`config.mk`:
```
export PLATFORM = sky130hd
export DESIGN_NAME = sinc2_fast_decim
export DESIGN_NICKNAME = d
export VERILOG_FILES = /design/src/rtl/sinc2_dec_pkg.sv /design/src/rtl/sinc2_dec_integ.sv /design/src/rtl/sinc2_dec_ctrl.sv /design/src/rtl/sinc2_dec_diff.sv /design/src/rtl/sinc2_fast_decim.sv
export SDC_FILE = /design/constraint.sdc
export NUM_CORES = 1
export LEC_CHECK = 0
export BUFFER_PORTS_ARGS = -buffer_cell sky130_fd_sc_hd__buf_4
export CAP_MARGIN = 20
export CORE_MARGIN = 4
export CORE_UTILIZATION = 35
export DETAILED_ROUTE_END_ITERATION = 6
export PLACE_DENSITY = 0.5
export SYNTH_ARGS = -nofsm -noshare
export SYNTH_HDL_FRONTEND = slang
export SYNTH_SLANG_ARGS = --single-unit
```
`constraint.sdc`:
```
create_clock -name clk -period 3.85 [get_ports clk]
set_input_delay 0.5775 -clock clk [delete_from_list [all_inputs] [get_ports clk]]
set_output_delay 0.5775 -clock clk [all_outputs]
set_load 0.01 [all_outputs]
```
`src/rtl/sinc2_dec_pkg.sv`:
```
package sinc2_dec_pkg;

  // How many strobe captures are held since the last start.
  typedef enum logic [1:0] {
    FILL_EMPTY = 2'd0,
    FILL_ONE   = 2'd1,
    FILL_TWO   = 2'd2,
    FILL_READY = 2'd3
  } fill_t;

  function automatic fill_t fill_next(input fill_t cur);
    case (cur)
      FILL_EMPTY: fill_next = FILL_ONE;
      FILL_ONE:   fill_next = FILL_TWO;
      default:    fill_next = FILL_READY;
    endcase
  endfunction

  function automatic int path_width(input int max_decim);
    path_width = 2 * $clog2(max_decim) + 1;
  endfunction

endpackage

```
`src/rtl/sinc2_dec_integ.sv`:
```
module sinc2_dec_integ #(
  parameter int ACC_W  = 17,
  parameter int STAGES = 2
) (
  input  logic             clk,
  input  logic             rst,
  input  logic             bit_in,
  output logic [ACC_W-1:0] acc_out
);

  logic [ACC_W-1:0] step;
  assign step = bit_in ? ACC_W'(1) : {ACC_W{1'b1}};

  genvar g;
  generate
    for (g = 0; g < STAGES; g++) begin : g_stage
      logic [ACC_W-1:0] acc_q;
      if (g == 0) begin : g_first
        always_ff @(posedge clk) begin
          if (rst) acc_q <= '0;
          else     acc_q <= acc_q + step;
        end
      end else begin : g_next
        always_ff @(posedge clk) begin
          if (rst) acc_q <= '0;
          else     acc_q <= acc_q + g_stage[g-1].acc_q;
        end
      end
    end
  endgenerate

  assign acc_out = g_stage[STAGES-1].acc_q;

endmodule

```
`src/rtl/sinc2_dec_ctrl.sv`:
```
module sinc2_dec_ctrl
  import sinc2_dec_pkg::*;
(
  input  logic clk,
  input  logic rst,
  input  logic start,
  input  logic strobe,
  input  logic rd,
  output logic cap_en,
  output logic fire,
  output logic data_avail
);

  fill_t fill_q;
  logic  avail_q;

  // A start in the same cycle swallows the strobe.
  assign cap_en = strobe & ~start;
  assign fire   = cap_en & ((fill_q == FILL_TWO) | (fill_q == FILL_READY));

  always_ff @(posedge clk) begin
    if (rst) begin
      fill_q  <= FILL_EMPTY;
      avail_q <= 1'b0;
    end else begin
      if (start)       fill_q <= FILL_EMPTY;
      else if (cap_en) fill_q <= fill_next(fill_q);

      if (start)     avail_q <= 1'b0;
      else if (fire) avail_q <= 1'b1;
      else if (rd)   avail_q <= 1'b0;
    end
  end

  assign data_avail = avail_q;

endmodule

```
`src/rtl/sinc2_dec_diff.sv`:
```
module sinc2_dec_diff #(
  parameter int ACC_W = 17
) (
  input  logic             clk,
  input  logic             rst,
  input  logic             cap_en,
  input  logic             fire,
  input  logic [ACC_W-1:0] acc_in,
  output logic [ACC_W-1:0] sample_out
);

  // Only the newest capture and the previous first difference are kept.
  logic [ACC_W-1:0] last_cap_q;
  logic [ACC_W-1:0] last_diff_q;
  logic [ACC_W-1:0] new_diff;
  logic [ACC_W-1:0] sample_q;

  assign new_diff = acc_in - last_cap_q;

  always_ff @(posedge clk) begin
    if (rst) begin
      last_cap_q  <= '0;
      last_diff_q <= '0;
      sample_q    <= '0;
    end else begin
      if (cap_en) begin
        last_cap_q  <= acc_in;
        last_diff_q <= new_diff;
      end
      if (fire) sample_q <= new_diff - last_diff_q;
    end
  end

  assign sample_out = sample_q;

endmodule

```
`src/rtl/sinc2_fast_decim.sv`:
```
module sinc2_fast_decim
  import sinc2_dec_pkg::*;
#(
  parameter int MAX_DECIM = 181
) (
  input  logic                                clk,
  input  logic                                rst,
  input  logic                                bit_in,
  input  logic                                strobe,
  input  logic                                start,
  input  logic                                rd,
  output logic signed [2*$clog2(MAX_DECIM):0] sample_out,
  output logic                                data_avail
);

  localparam int ACC_W  = path_width(MAX_DECIM);
  localparam int STAGES = 2;

  logic [ACC_W-1:0] cascade;
  logic [ACC_W-1:0] sample_w;
  logic             cap_en;
  logic             fire;

  sinc2_dec_integ #(.ACC_W(ACC_W), .STAGES(STAGES)) u_integ (
    .clk     (clk),
    .rst     (rst),
    .bit_in  (bit_in),
    .acc_out (cascade)
  );

  sinc2_dec_ctrl u_ctrl (
    .clk        (clk),
    .rst        (rst),
    .start      (start),
    .strobe     (strobe),
    .rd         (rd),
    .cap_en     (cap_en),
    .fire       (fire),
    .data_avail (data_avail)
  );

  sinc2_dec_diff #(.ACC_W(ACC_W)) u_diff (
    .clk        (clk),
    .rst        (rst),
    .cap_en     (cap_en),
    .fire       (fire),
    .acc_in     (cascade),
    .sample_out (sample_w)
  );

  assign sample_out = $signed(sample_w);

endmodule

```
* After elaboration in Yosys (flattened, before gate mapping)
Cells that the tools add are included.
** Storage, ports and cells
- Flip-flop bits (word level) :: 88
- Input port bits :: 6
- Output and inout port bits :: 18
- Logic and storage cells :: 25
** Operators by class
- $add $sub $neg :: 4
- Eq/ne operators :: 3
- Muxes and demuxes :: 4
- Bitwise operators :: 4
- Reductions and logical operators :: 3
** Operator list (count)
- $add A17 B17 Y17 :: 2
- $sub A17 B17 Y17 :: 2
- $mux W17 :: 1
- $eq A2 B2 Y1 const B :: 2
- $pmux W2 S2 :: 1
- $and A1 B1 Y1 :: 2
- $eq A2 B1 Y1 const B :: 1
- $logic_not A2 Y1 :: 1
- $mux W1 :: 2
- $reduce_bool A2 Y1 :: 1
- $reduce_or A2 Y1 :: 1
- $not A1 Y1 :: 1
- $or A1 B1 Y1 :: 1

* Depth between registers and ports, before layout
Gate-level depths: netlist of run 1.
- Word-level depth :: 4
- Depth in mapped cells :: 19
- Mapped depth without buffers :: 19

* Hierarchy
A second synthesis of run 1 with hierarchy kept.
** Unflattened totals
- Cell total of the unflattened synthesis :: 740
- Area total of the unflattened synthesis :: 6132.1 sq um
** Modules (own cells, without submodules)
- sinc2_dec_diff :: instances 1, cells each 440, area each 3626.0 sq um, seq. area each 1021.0 sq um
- sinc2_dec_integ :: instances 1, cells each 287, area each 2379.8 sq um, seq. area each 680.7 sq um
- sinc2_dec_ctrl :: instances 1, cells each 13, area each 126.4 sq um, seq. area each 60.1 sq um

* Least setup slack after synthesis of run 1
No wires, ideal clock.
- Path kind :: register to register
- Start point :: register u_diff.last_cap_q[1]
- End point :: register u_diff.sample_q[14] (netlist: u_diff.sample_out[14])
- Setup time :: 0.117 ns
- Data arrival time :: 3.317 ns
- Required time :: 3.733 ns
- Setup slack :: 0.416 ns
- Cell stages (with the launch flop) :: 20
- Buffers on the path :: 0
- Period minus slack after synthesis :: 3.434 ns
- Path through :: dfxtp_1 -> inv_1 -> ha_1 -> nor2b_1 -> o21a_1 -> o21ai_0 -> a21oi_1 -> nor2_1 -> a2bb2oi_1 -> nor2b_1 -> xnor2_1 -> ha_1 -> nor2_1 -> nor2b_1 -> o21ai_0 -> a21oi_2 -> nor2_1 -> nor2_1 -> o31a_2 -> a32o_1
** Between the ends
- Cells in the longest elaborated chain, start to end :: 2
** RTL lines
- from (decl) :: RTL line sinc2_dec_diff.sv:13 : logic [ACC_W-1:0] last_cap_q;
- from (signal assigned) :: RTL line sinc2_dec_diff.sv:27 : last_cap_q <= acc_in;
- $sub A17 B17 Y17 :: RTL line sinc2_dec_diff.sv:18 : assign new_diff = acc_in - last_cap_q;
- net u_diff.new_diff[9] :: RTL line sinc2_dec_diff.sv:15 : logic [ACC_W-1:0] new_diff;
- $sub A17 B17 Y17 :: RTL line sinc2_dec_diff.sv:30 : if (fire) sample_q <= new_diff - last_diff_q;
- to (signal assigned) :: RTL line sinc2_dec_diff.sv:30
- to (decl) :: RTL line sinc2_dec_diff.sv:16 : logic [ACC_W-1:0] sample_q;
The timed path passes the listed nets, and every way through them passes these cells.
A chain may end at the register's enable or synchronous reset.

* Final worst setup path of run 1
- Start point :: register u_diff.last_cap_q[8]
- End point :: register u_diff.sample_q[16] (netlist: u_diff.sample_out[16])
The elaborated chain is that of the path after synthesis.

==> results of run 1 <==
[per-stage QoR]
| step | area, sq um | util | TNS [ns] | worst slack [ns] | hold slack (ns) |
|---|---|---|---|---|---|
| 6_report | 6471 | 0.4074 | 0 | 0.2024 | 0.4328 |
| 5_1_grt | 6471 | 0.4074 | -0.001094 | -0.001094 | 0.4334 |
| 4_1_cts | 6405 | 0.4032 | 0 | 0.04936 | 0.4120 |
| 3_5_place_dp | 6091 | 0.3834 | -0.01454 | -0.01454 | 0.4466 |
| 3_3_place_gp | 6091 | 0.3834 | 0 | 0.1514 | 0.4385 |
| 2_1_floorplan | 5692 | - | 0 | 0.4161 | 0.4363 |
[routing by layer]
| layer | share of wire | GRT usage |
|---|---|---|
| met5 | 0 | 0 |
| met4 | 0.025 | 0.06103 |
| met3 | 0.030 | 0.02600 |
| met1 | 0.50 | 0.1808 |
| met2 | 0.45 | 0.2254 |
[path summary, 6_finish.rpt]
kind | from | to | slack [ns] | cells after the start
setup / recovery | u_diff.last_cap_q[8]$_SDFFE_PP0P_ | u_diff.sample_out[16]$_SDFFE_PP0P_ | 0.20 | 17
hold / removal | start | u_ctrl.fill_q[1]$_SDFFE_PP0P_ | 0.43 | 2
hold reg to reg | u_diff.sample_out[11]$_SDFFE_PP0P_ | u_diff.sample_out[11]$_SDFFE_PP0P_ | 0.45 | 2
setup reg to reg | u_diff.last_cap_q[8]$_SDFFE_PP0P_ | u_diff.sample_out[16]$_SDFFE_PP0P_ | 0.20 | 17
[Yosys cell counts, types with 3 or more instances]
library cell,number
a211oi_1,10
a21o_1,20
a21oi_1,67
a31oi_1,6
buf_1,6
clkbuf_1,15
dfxtp_1,88
fa_1,4
ha_1,63
inv_1,49
nand2_1,98
nand2b_1,6
nand3_1,8
nand4_1,6
nor2_1,71
nor2b_1,12
nor3_1,13
o211ai_1,7
o21a_1,15
o21ai_0,23
o21bai_1,6
o221ai_1,3
or2_2,3
or3_1,8
xnor2_1,32
xor2_1,22
[final cells by class]
class / instances / area, sq um
clock inverters: 5 / 81.33
repair buffers: 31 / 232.7
inverters: 49 / 183.9
clock buffers: 11 / 232.7
flip-flops and latches: 88 / 1762
multi-input cells: 547 / 3709
well taps: 216 / 270.3
fillers: 1643 / 9414
[critical path, delay by kind of cell (launching register included)]
family	cells	cell delay (ns)
AOI/OAI and AO/OA	10	1.87
adders and majority gates	2	0.70
and+or+nand+nor	2	0.38
DFF	1	0.33
xor gates and xnor gates	2	0.28
buffers and inverters	1	0.05
[sequential cells by signal, indices dropped and copies added (netlist names)]
signal and cells:
u_integ.g_stage.acc_q 17, u_integ.acc_out 17, u_diff.last_diff_q 17, u_diff.sample_out 17
u_ctrl.data_avail 1, u_ctrl.fill_q 2, u_diff.last_cap_q 17
[what timing repair did]
action                                  in CTS  in global routing
setup buffers                                0                  3
gates resized for setup                      1                 14
endpoints found under the setup margin       2                  3
pin swaps                                    0                  7
gates cloned                                 0                  0
[logic make-up after synthesis]
group                      Yosys count  share of synthesized area
xor gates and xnor gates            54                    0.08309
and+or+nand+nor                    241                     0.1910
AOI/OAI and AO/OA                  183                     0.2132
buffers and inverters               71                    0.04704
adders and majority gates           67                     0.1526
DFF                                 88                     0.3095
muxes                                2                   0.003517
==> results.py, run 1 <==
metrics = {
    "critical_path": {
        "critical_path_required_ns": 4.13,
        "endpoint_kind": "register",
        "crit_chain": "inv_1 -> ha_2 -> o21a_1 -> o21a_1 -> o2111ai_1 -> a21oi_2 -> o221ai_2 -> xnor2_2 -> ha_2 -> a21o_1 -> a31o_1 -> a21o_1 -> a21o_1 -> a31oi_2 -> xnor2_1 -> or3_1 -> nand3_1",
        "cpMostUsedCell": "a21o_1",
        "slowest_stage": "ha_2",
        "cp_data_arrival_time_ns": 3.93,
        "critical_path.max_fanout": 5,
        "critPathKind": "reg2reg",
        "start_kind": "register",
        "slowest_delay_ns": 0.38,
    },
    "global_routing": {
        "grt_pass1_wl_mm": 21.13,
        "grt_overflow": 0,
        "antenna_found_initial": 0,
        "gr-usage-all-layers": 0.1391,
        "grt_max_degree": 95,
        "first_global_vias": 4562,
    },
    "placement": {
        "place_inst": 928,
        "gp_congestion": 0.8379,
        "io_buffers": 23,
        "dpl.hpwl_mm": 8.751,
    },
    "clocking": {
        "cts.hold.buffers_added": 0,
        "root_buffer": "clkbuf_16",
        "cts_buffers": 9,
        "cts_max_level": 3,
        "cts.sinks": 88,
        "cts_tree": "built",
        "insertion_delay_ns": 0.35,
        "clk_pin_slew_ns": 0.07,
        "cts_buffer_depth": 2,
    },
    "route": {
        "routed_via_density": 4.922,
        "routed_wl_mm": 11.70,
        "drtAntennaViolNets": 0,
        "first_pass_iters": 4,
        "drt_iter0_drc": 236,
        "drc": 0,
        "vias": 4661,
        "wl_per_cell_um": 12.36,
    },
    "synth": {
        "ys_ff_latch": 88,
        "syn_avg_cell_area_sq_um": 8.062,
        "synth_area_leaders": "dfxtp_1, ha_1, nand2_1",
        "syn_area_sq_um": 5692,
        "netlist_instances": 706,
        "synth_area_leader_cell": "dfxtp_1",
        "synth-async-reset-ratio": 0,
        "synth_nets": 779,
        "synth_ff_type": "dfxtp_1",
        "synth-edff-count": 0,
        "yosysWarningCount": 0,
        "synth_cell_types": 59,
        "ys_seq_area_frac": 0.3095,
        "synth_top_area_frac": 0.3095,
    },
    "run": {
        "maxCapViolCount": 0,
    },
    "finish": {
        "final_cells": 947,
        "drive_above_1_share": 0.09986,
        "fin_nets": 799,
        "mostFrequentLayoutCell": "nand2_1",
        "antennaDiodeCount": 0,
        "layout_common_cells": "nand2_1, dfxtp_1, nor2_1",
        "syn2layout_area_growth_pct": 13.70,
    },
    "floorplan": {
        "die_x_um": 135.5,
        "fp-row-count": 46,
        "boundaryPins": 24,
        "die_h_um": 135.5,
        "start_util": 0.3583,
        "die_area_sq_um": 18370,
        "core_area_sq_um": 15890,
    },
    "timing": {
        "fin_worst_skew_ns": 0.007712,
        "setup_viol": 0,
        "finalCriticalPeriod_ns": 3.648,
        "fmax_ghz": 0.2742,
        "maxSlewViolCount": 0,
        "layout_worst_path_cycle_share": 0.9474,
        "finalHoldViolations": 0,
        "slew_headroom": 0.3474,
        "tightest_slew_ns": 0.9788,
    },
    "run_status": {
        "status": "finished clean",
    },
    "hold_path": {
        "hold_path_class": "in2reg",
    },
}
Power of run 1 is left out: the tool's default activity adds up to more than one toggle a clock period on the data nets, which glitch-free logic cannot reach.
==> run 2, diff against run 1 <==
- ABC_AREA: unset -> 1
- CTS_CLUSTER_DIAMETER: unset -> 40
==> results.py, run 2 <==
metrics = {
    "synth": {
        "ys_ff_latch": 88,
        "synth-async-reset-ratio": 0,
        "syn_area_sq_um": 6121,
        "ys_seq_area_frac": 0.2878,
        "synth_area_leaders": "dfxtp_1, ha_1, inv_1",
        "yosysMostFrequentCell": "inv_1",
        "yosysWarningCount": 0,
        "synth_common_cells": "inv_1, nand2_1, a21oi_1",
        "synth-edff-count": 0,
        "netlist_instances": 877,
        "synth_top_area_frac": 0.2878,
        "synth_nets": 950,
        "synth_area_leader_cell": "dfxtp_1",
        "synth_cell_types": 47,
        "synth_ff_type": "dfxtp_1",
        "syn_avg_cell_area_sq_um": 6.979,
    },
    "hold_path": {
        "whs_path_depth": 2,
        "hold_path_class": "reg2reg",
    },
    "clocking": {
        "cts.sinks": 88,
        "clk_pin_slew_ns": 0.06,
        "insertion_delay_ns": 0.36,
        "cts_tree": "built",
        "cts_setup_buffers": 0,
        "postCtsResizedCells": 0,
        "cts.hold.buffers_added": 0,
        "cts_buffers": 9,
        "cts_buffer_depth": 2,
        "root_buffer": "clkbuf_16",
        "cts_max_level": 3,
    },
    "finish": {
        "fin_area_sq_um": 6805,
        "mostFrequentLayoutCell": "inv_1",
        "final_cells": 1127,
        "nFillCells": 1835,
        "fin_nets": 970,
        "drive_above_1_share": 0.08758,
        "syn2layout_area_growth_pct": 11.18,
        "register_area_sq_um": 1762,
        "multi_input_area_sq_um": 3705,
        "layout_common_cells": "inv_1, nand2_1, a21oi_1",
        "antennaDiodeCount": 0,
    },
    "timing": {
        "slew_headroom": 0.5870,
        "layout_worst_path_cycle_share": 0.8329,
        "setup_tns_ns": 0,
        "tightest_slew_ns": 0.6188,
        "grt_setup_unrepaired": "no",
        "maxSlewViolCount": 0,
        "setup_viol": 0,
        "finalHoldViolations": 0,
        "finalCriticalPeriod_ns": 3.207,
        "fin_worst_skew_ns": 0.01109,
        "worst_slack_ns": 0.6433,
        "fmax_ghz": 0.3118,
    },
    "placement": {
        "dpl.hpwl_mm": 10.85,
        "place_inst": 1111,
        "gp_congestion": 0.8936,
        "placed_cell_area_sq_um": 6523,
        "io_buffers": 23,
        "pre_cts_slack_ns": 0.6230,
    },
    "run": {
        "maxCapViolCount": 0,
    },
    "critical_path": {
        "regToRegStartpoint": "u_integ.acc_out[0]$_SDFF_PP0_",
        "slowest_stage": "ha_1",
        "crit_chain": "inv_1 -> ha_1 -> fa_1 -> inv_1 -> nand2_1 -> nand2_1 -> nand3_1 -> nand2_4 -> a21oi_2 -> o211ai_1 -> nand2_1 -> ha_1 -> nand2_1 -> nor3_1 -> nor3b_1 -> nand2_1 -> nand2_1 -> nor2_1 -> o21bai_1 -> inv_1",
        "crit_start": "u_integ.acc_out[0]$_SDFF_PP0_",
        "critPathKind": "reg2reg",
        "cpMostUsedCell": "nand2_1",
        "critical_path.max_fanout": 6,
        "endpoint_kind": "register",
        "ff2ff_setup_slack_ns": 0.64,
        "slowest_delay_ns": 0.39,
        "r2r-end": "u_diff.sample_out[15]$_SDFFE_PP0P_",
        "start_kind": "register",
        "critical_path_required_ns": 4.10,
        "reg2reg_depth": 20,
        "critPathCapture": "u_diff.sample_out[15]$_SDFFE_PP0P_",
        "cp_data_arrival_time_ns": 3.45,
    },
    "global_routing": {
        "gr-usage-all-layers": 0.1496,
        "grt_overflow": 0,
        "grt_max_degree": 55,
        "antenna_found_initial": 0,
        "grt_pass1_wl_mm": 24.22,
        "first_global_vias": 5106,
    },
    "floorplan": {
        "start_util": 0.3551,
        "boundaryPins": 24,
        "die_x_um": 140.2,
        "fp-row-count": 48,
        "die_h_um": 140.2,
        "core_area_sq_um": 17240,
        "die_area_sq_um": 19670,
    },
    "route": {
        "drtAntennaViolNets": 0,
        "wl_per_cell_um": 12.43,
        "routed_wl_mm": 14.00,
        "vias": 5324,
        "first_pass_iters": 4,
        "drt_iter0_drc": 198,
        "routed_via_density": 4.724,
        "drc": 0,
    },
    "pwr": {
        "p_leak_nw": 3.456,
        "power.total_mw": 6.369,
        "irDropWorstVdd_v": 0.0003158,
        "p_per_area_nw_per_um2": 935.9,
    },
    "run_status": {
        "status": "finished clean",
    },
}
-- run 2: kinds of logic (layout without fill, tap and decap cells) --
group | count (synthesis) | in the layout | share of synthesized area
xor gates and xnor gates | 15 | 15 | 0.02146
AOI/OAI and AO/OA | 255 | 255 | 0.2394
DFF | 88 | 88 | 0.2878
adders and majority gates | 67 | 67 | 0.1419
buffers and inverters | 172 | 197 | 0.1069
and+or+nand+nor | 280 | 280 | 0.2026
-- run 2: worst max-delay path, delay by kind of cell (launching register included) --
family                   cells  cell delay (ns)
adder cells (fa/ha/maj)      3             0.99
AO/OA/AOI/OAI                3             0.39
buffers and inverters        3             0.18
flip-flops                   1             0.34
AND/OR/NAND/NOR             11             1.20
-- run 2: cell type report --
cell class,instances,area share
flip-flops and latches,88,0.2589
clock buffers,10,0.03512
clock inverters,6,0.006435
well taps,225,0.04137
repair buffers,25,0.02758
inverters,156,0.08623
multi-input cells,617,0.5444
-- run 2: worst min path at each step --
stage | startpoint | endpoint | slack, ns
after floorplan | u_diff.last_cap_q[10]$_SDFFE_PP0P_ | u_diff.last_cap_q[10]$_SDFFE_PP0P_ | 0.43
after global placement | u_diff.last_cap_q[9]$_SDFFE_PP0P_ | u_diff.last_cap_q[9]$_SDFFE_PP0P_ | 0.44
after detailed placement | u_diff.last_cap_q[10]$_SDFFE_PP0P_ | u_diff.last_cap_q[10]$_SDFFE_PP0P_ | 0.45
after CTS | rd | u_ctrl.data_avail$_SDFFE_PP0P_ | 0.46
after global routing | u_diff.last_cap_q[14]$_SDFFE_PP0P_ | u_diff.last_cap_q[14]$_SDFFE_PP0P_ | 0.47
final | u_diff.last_cap_q[11]$_SDFFE_PP0P_ | u_diff.last_cap_q[11]$_SDFFE_PP0P_ | 0.46
-- run 2: where the power goes --
part | leakage, nW | switching [mW] | internal [mW]
Clock | 0.139 | 0.389 | 0.457
Sequential | 0.725 | 0.131 | 1.09
Combinational | 2.59 | 2.73 | 1.57
Total | 3.46 | 3.25 | 3.12
-- run 2: layer usage --
layer | GRT usage | part of all wire
met4 | 0.05099 | 0.021
met2 | 0.2545 | 0.47
met5 | 0 | 0
met1 | 0.1890 | 0.49
met3 | 0.02970 | 0.023
-- run 2: per-stage QoR --
stage,util,hold slack (ns)
2_1_floorplan,-,0.4326
3_3_place_gp,0.3784,0.4445
3_5_place_dp,0.3784,0.4513
4_1_cts,0.3948,0.4559
5_1_grt,0.3948,0.4747
6_report,0.3948,0.4565
Power figures use the tool's default switching activity.
==> run 3, diff against run 2 <==
- clock period: 3.85 -> 3 ns (I/O delays scaled with it)
==> results.py, run 3 (synthesis gave the netlist of run 2 again) <==
metrics = {
    "run_status": {
        "status": "finished clean",
    },
    "hold_path": {
        "holdCritStartpoint": "rd",
        "hold_path_class": "in2reg",
    },
    "critical_path": {
        "regToRegStartpoint": "u_integ.acc_out[5]$_SDFF_PP0_",
        "critPathKind": "reg2reg",
        "cp_data_arrival_time_ns": 3.13,
        "critical_path_required_ns": 3.29,
        "critical_path.max_fanout": 5,
        "crit_start": "u_integ.acc_out[5]$_SDFF_PP0_",
        "endpoint_kind": "register",
        "start_kind": "register",
    },
    "finish": {
        "layout_common_cells": "inv_1, nand2_1, a21oi_1",
        "syn2layout_area_growth_pct": 23.16,
        "fin_area_sq_um": 7538,
        "mostFrequentLayoutCell": "inv_1",
        "drive_above_1_share": 0.2055,
        "fin_nets": 1014,
        "antennaDiodeCount": 0,
    },
    "global_routing": {
        "first_global_vias": 5322,
        "grt_pass1_wl_mm": 24.85,
        "grt_overflow": 0,
        "grt_max_degree": 55,
        "gr-usage-all-layers": 0.1527,
        "antenna_found_initial": 0,
    },
    "clocking": {
        "clk_pin_slew_ns": 0.06,
        "insertion_delay_ns": 0.34,
        "cts_buffer_depth": 2,
        "root_buffer": "clkbuf_16",
        "cts.sinks": 88,
        "cts_max_level": 3,
        "cts_buffers": 9,
        "cts_tree": "built",
    },
    "route": {
        "routed_wl_mm": 14.78,
        "drc": 0,
        "wl_per_cell_um": 12.64,
        "drtAntennaViolNets": 0,
        "routed_via_density": 4.798,
        "drt_iter0_drc": 186,
        "first_pass_iters": 4,
        "vias": 5609,
    },
    "timing": {
        "finalHoldViolations": 0,
        "layout_worst_path_cycle_share": 0.9467,
        "tightest_slew_ns": 0.5141,
        "setup_viol": 0,
        "slew_headroom": 0.6551,
        "fin_worst_skew_ns": 0.008217,
        "grt_setup_unrepaired": "yes",
        "worst_slack_ns": 0.1599,
        "fmax_ghz": 0.3521,
        "maxSlewViolCount": 0,
        "whs_ns": 0.3464,
        "finalCriticalPeriod_ns": 2.840,
    },
    "placement": {
        "placed_cell_area_sq_um": 6740,
        "io_buffers": 23,
        "dpl.hpwl_mm": 11.10,
        "pre_cts_slack_ns": -0.1002,
        "gp_congestion": 0.9040,
    },
    "floorplan": {
        "die_h_um": 140.2,
        "fp-row-count": 48,
        "die_area_sq_um": 19670,
        "die_x_um": 140.2,
        "core_area_sq_um": 17240,
        "start_util": 0.3551,
        "boundaryPins": 24,
    },
    "run": {
        "maxCapViolCount": 0,
    },
}
## run 3: layout make-up
type / count / area [sq um]
Inverter: 156 / 586.8
Clock inverter: 3 / 43.79
Tap cell: 225 / 281.5
Timing Repair Buffer: 69 / 521.8
Multi-Input combinational cell: 617 / 4081
Clock buffer: 11 / 242.7
Sequential cell: 88 / 1780
Fill cell: 1773 / 9698
## run 3: final timing paths
kind / slack [ns] / end / depth (start not counted)
max: 0.16 / u_diff.last_diff_q[12]$_SDFFE_PP0P_ / 21
min: 0.35 / u_ctrl.data_avail$_SDFFE_PP0P_ / 4
max reg2reg: 0.16 / u_diff.last_diff_q[12]$_SDFFE_PP0P_ / 21
min reg2reg: 0.46 / u_diff.last_cap_q[11]$_SDFFE_PP0P_ / 2
## run 3: timing repair
| action | CTS | global route |
|---|---|---|
| hold buffers | 0 | 0 |
| endpoints found under the hold margin | 0 | 0 |
| setup buffers | 12 | 4 |
| pin swaps | 6 | 25 |
| gates resized for setup | 15 | 69 |
| endpoints found under the setup margin | 7 | 11 |
## run 3: critical path, cell delays in order, from the launching register on
cell and delay (ns):
dfxtp_2 0.34, ha_4 0.27, nand2_2 0.07, nand2_2 0.06
a21oi_2 0.18, nand2_4 0.08, a21oi_4 0.17, o211ai_1 0.13
buf_4 0.16, buf_4 0.12, buf_4 0.12, buf_4 0.12
buf_4 0.12, buf_4 0.12, buf_4 0.12, buf_4 0.12
buf_4 0.12, buf_4 0.12, buf_4 0.12, nand3_2 0.05
nand2_1 0.05, inv_1 0.04
## run 3: per-layer routing
metal  track usage  up-vias  part of all wire
met3       0.02595       22             0.024
met2        0.2679       57              0.48
met5             0        -                 0
met4       0.05303        0             0.025
met1        0.1884     2491              0.47
li1              -     3039                 -
## run 3: metrics by stage
stage | utilization | setup TNS [ns] | std cells
final | 0.4374 | 0 | 1169
after CTS | 0.4183 | 0 | 1166
after floorplan | - | 0 | 877
after detailed placement | 0.3910 | -0.3100 | 1140
after global routing | 0.4374 | -0.1295 | 1169
after global placement | 0.3910 | -0.1080 | 1140
Power of run 3 is left out for the same reason.
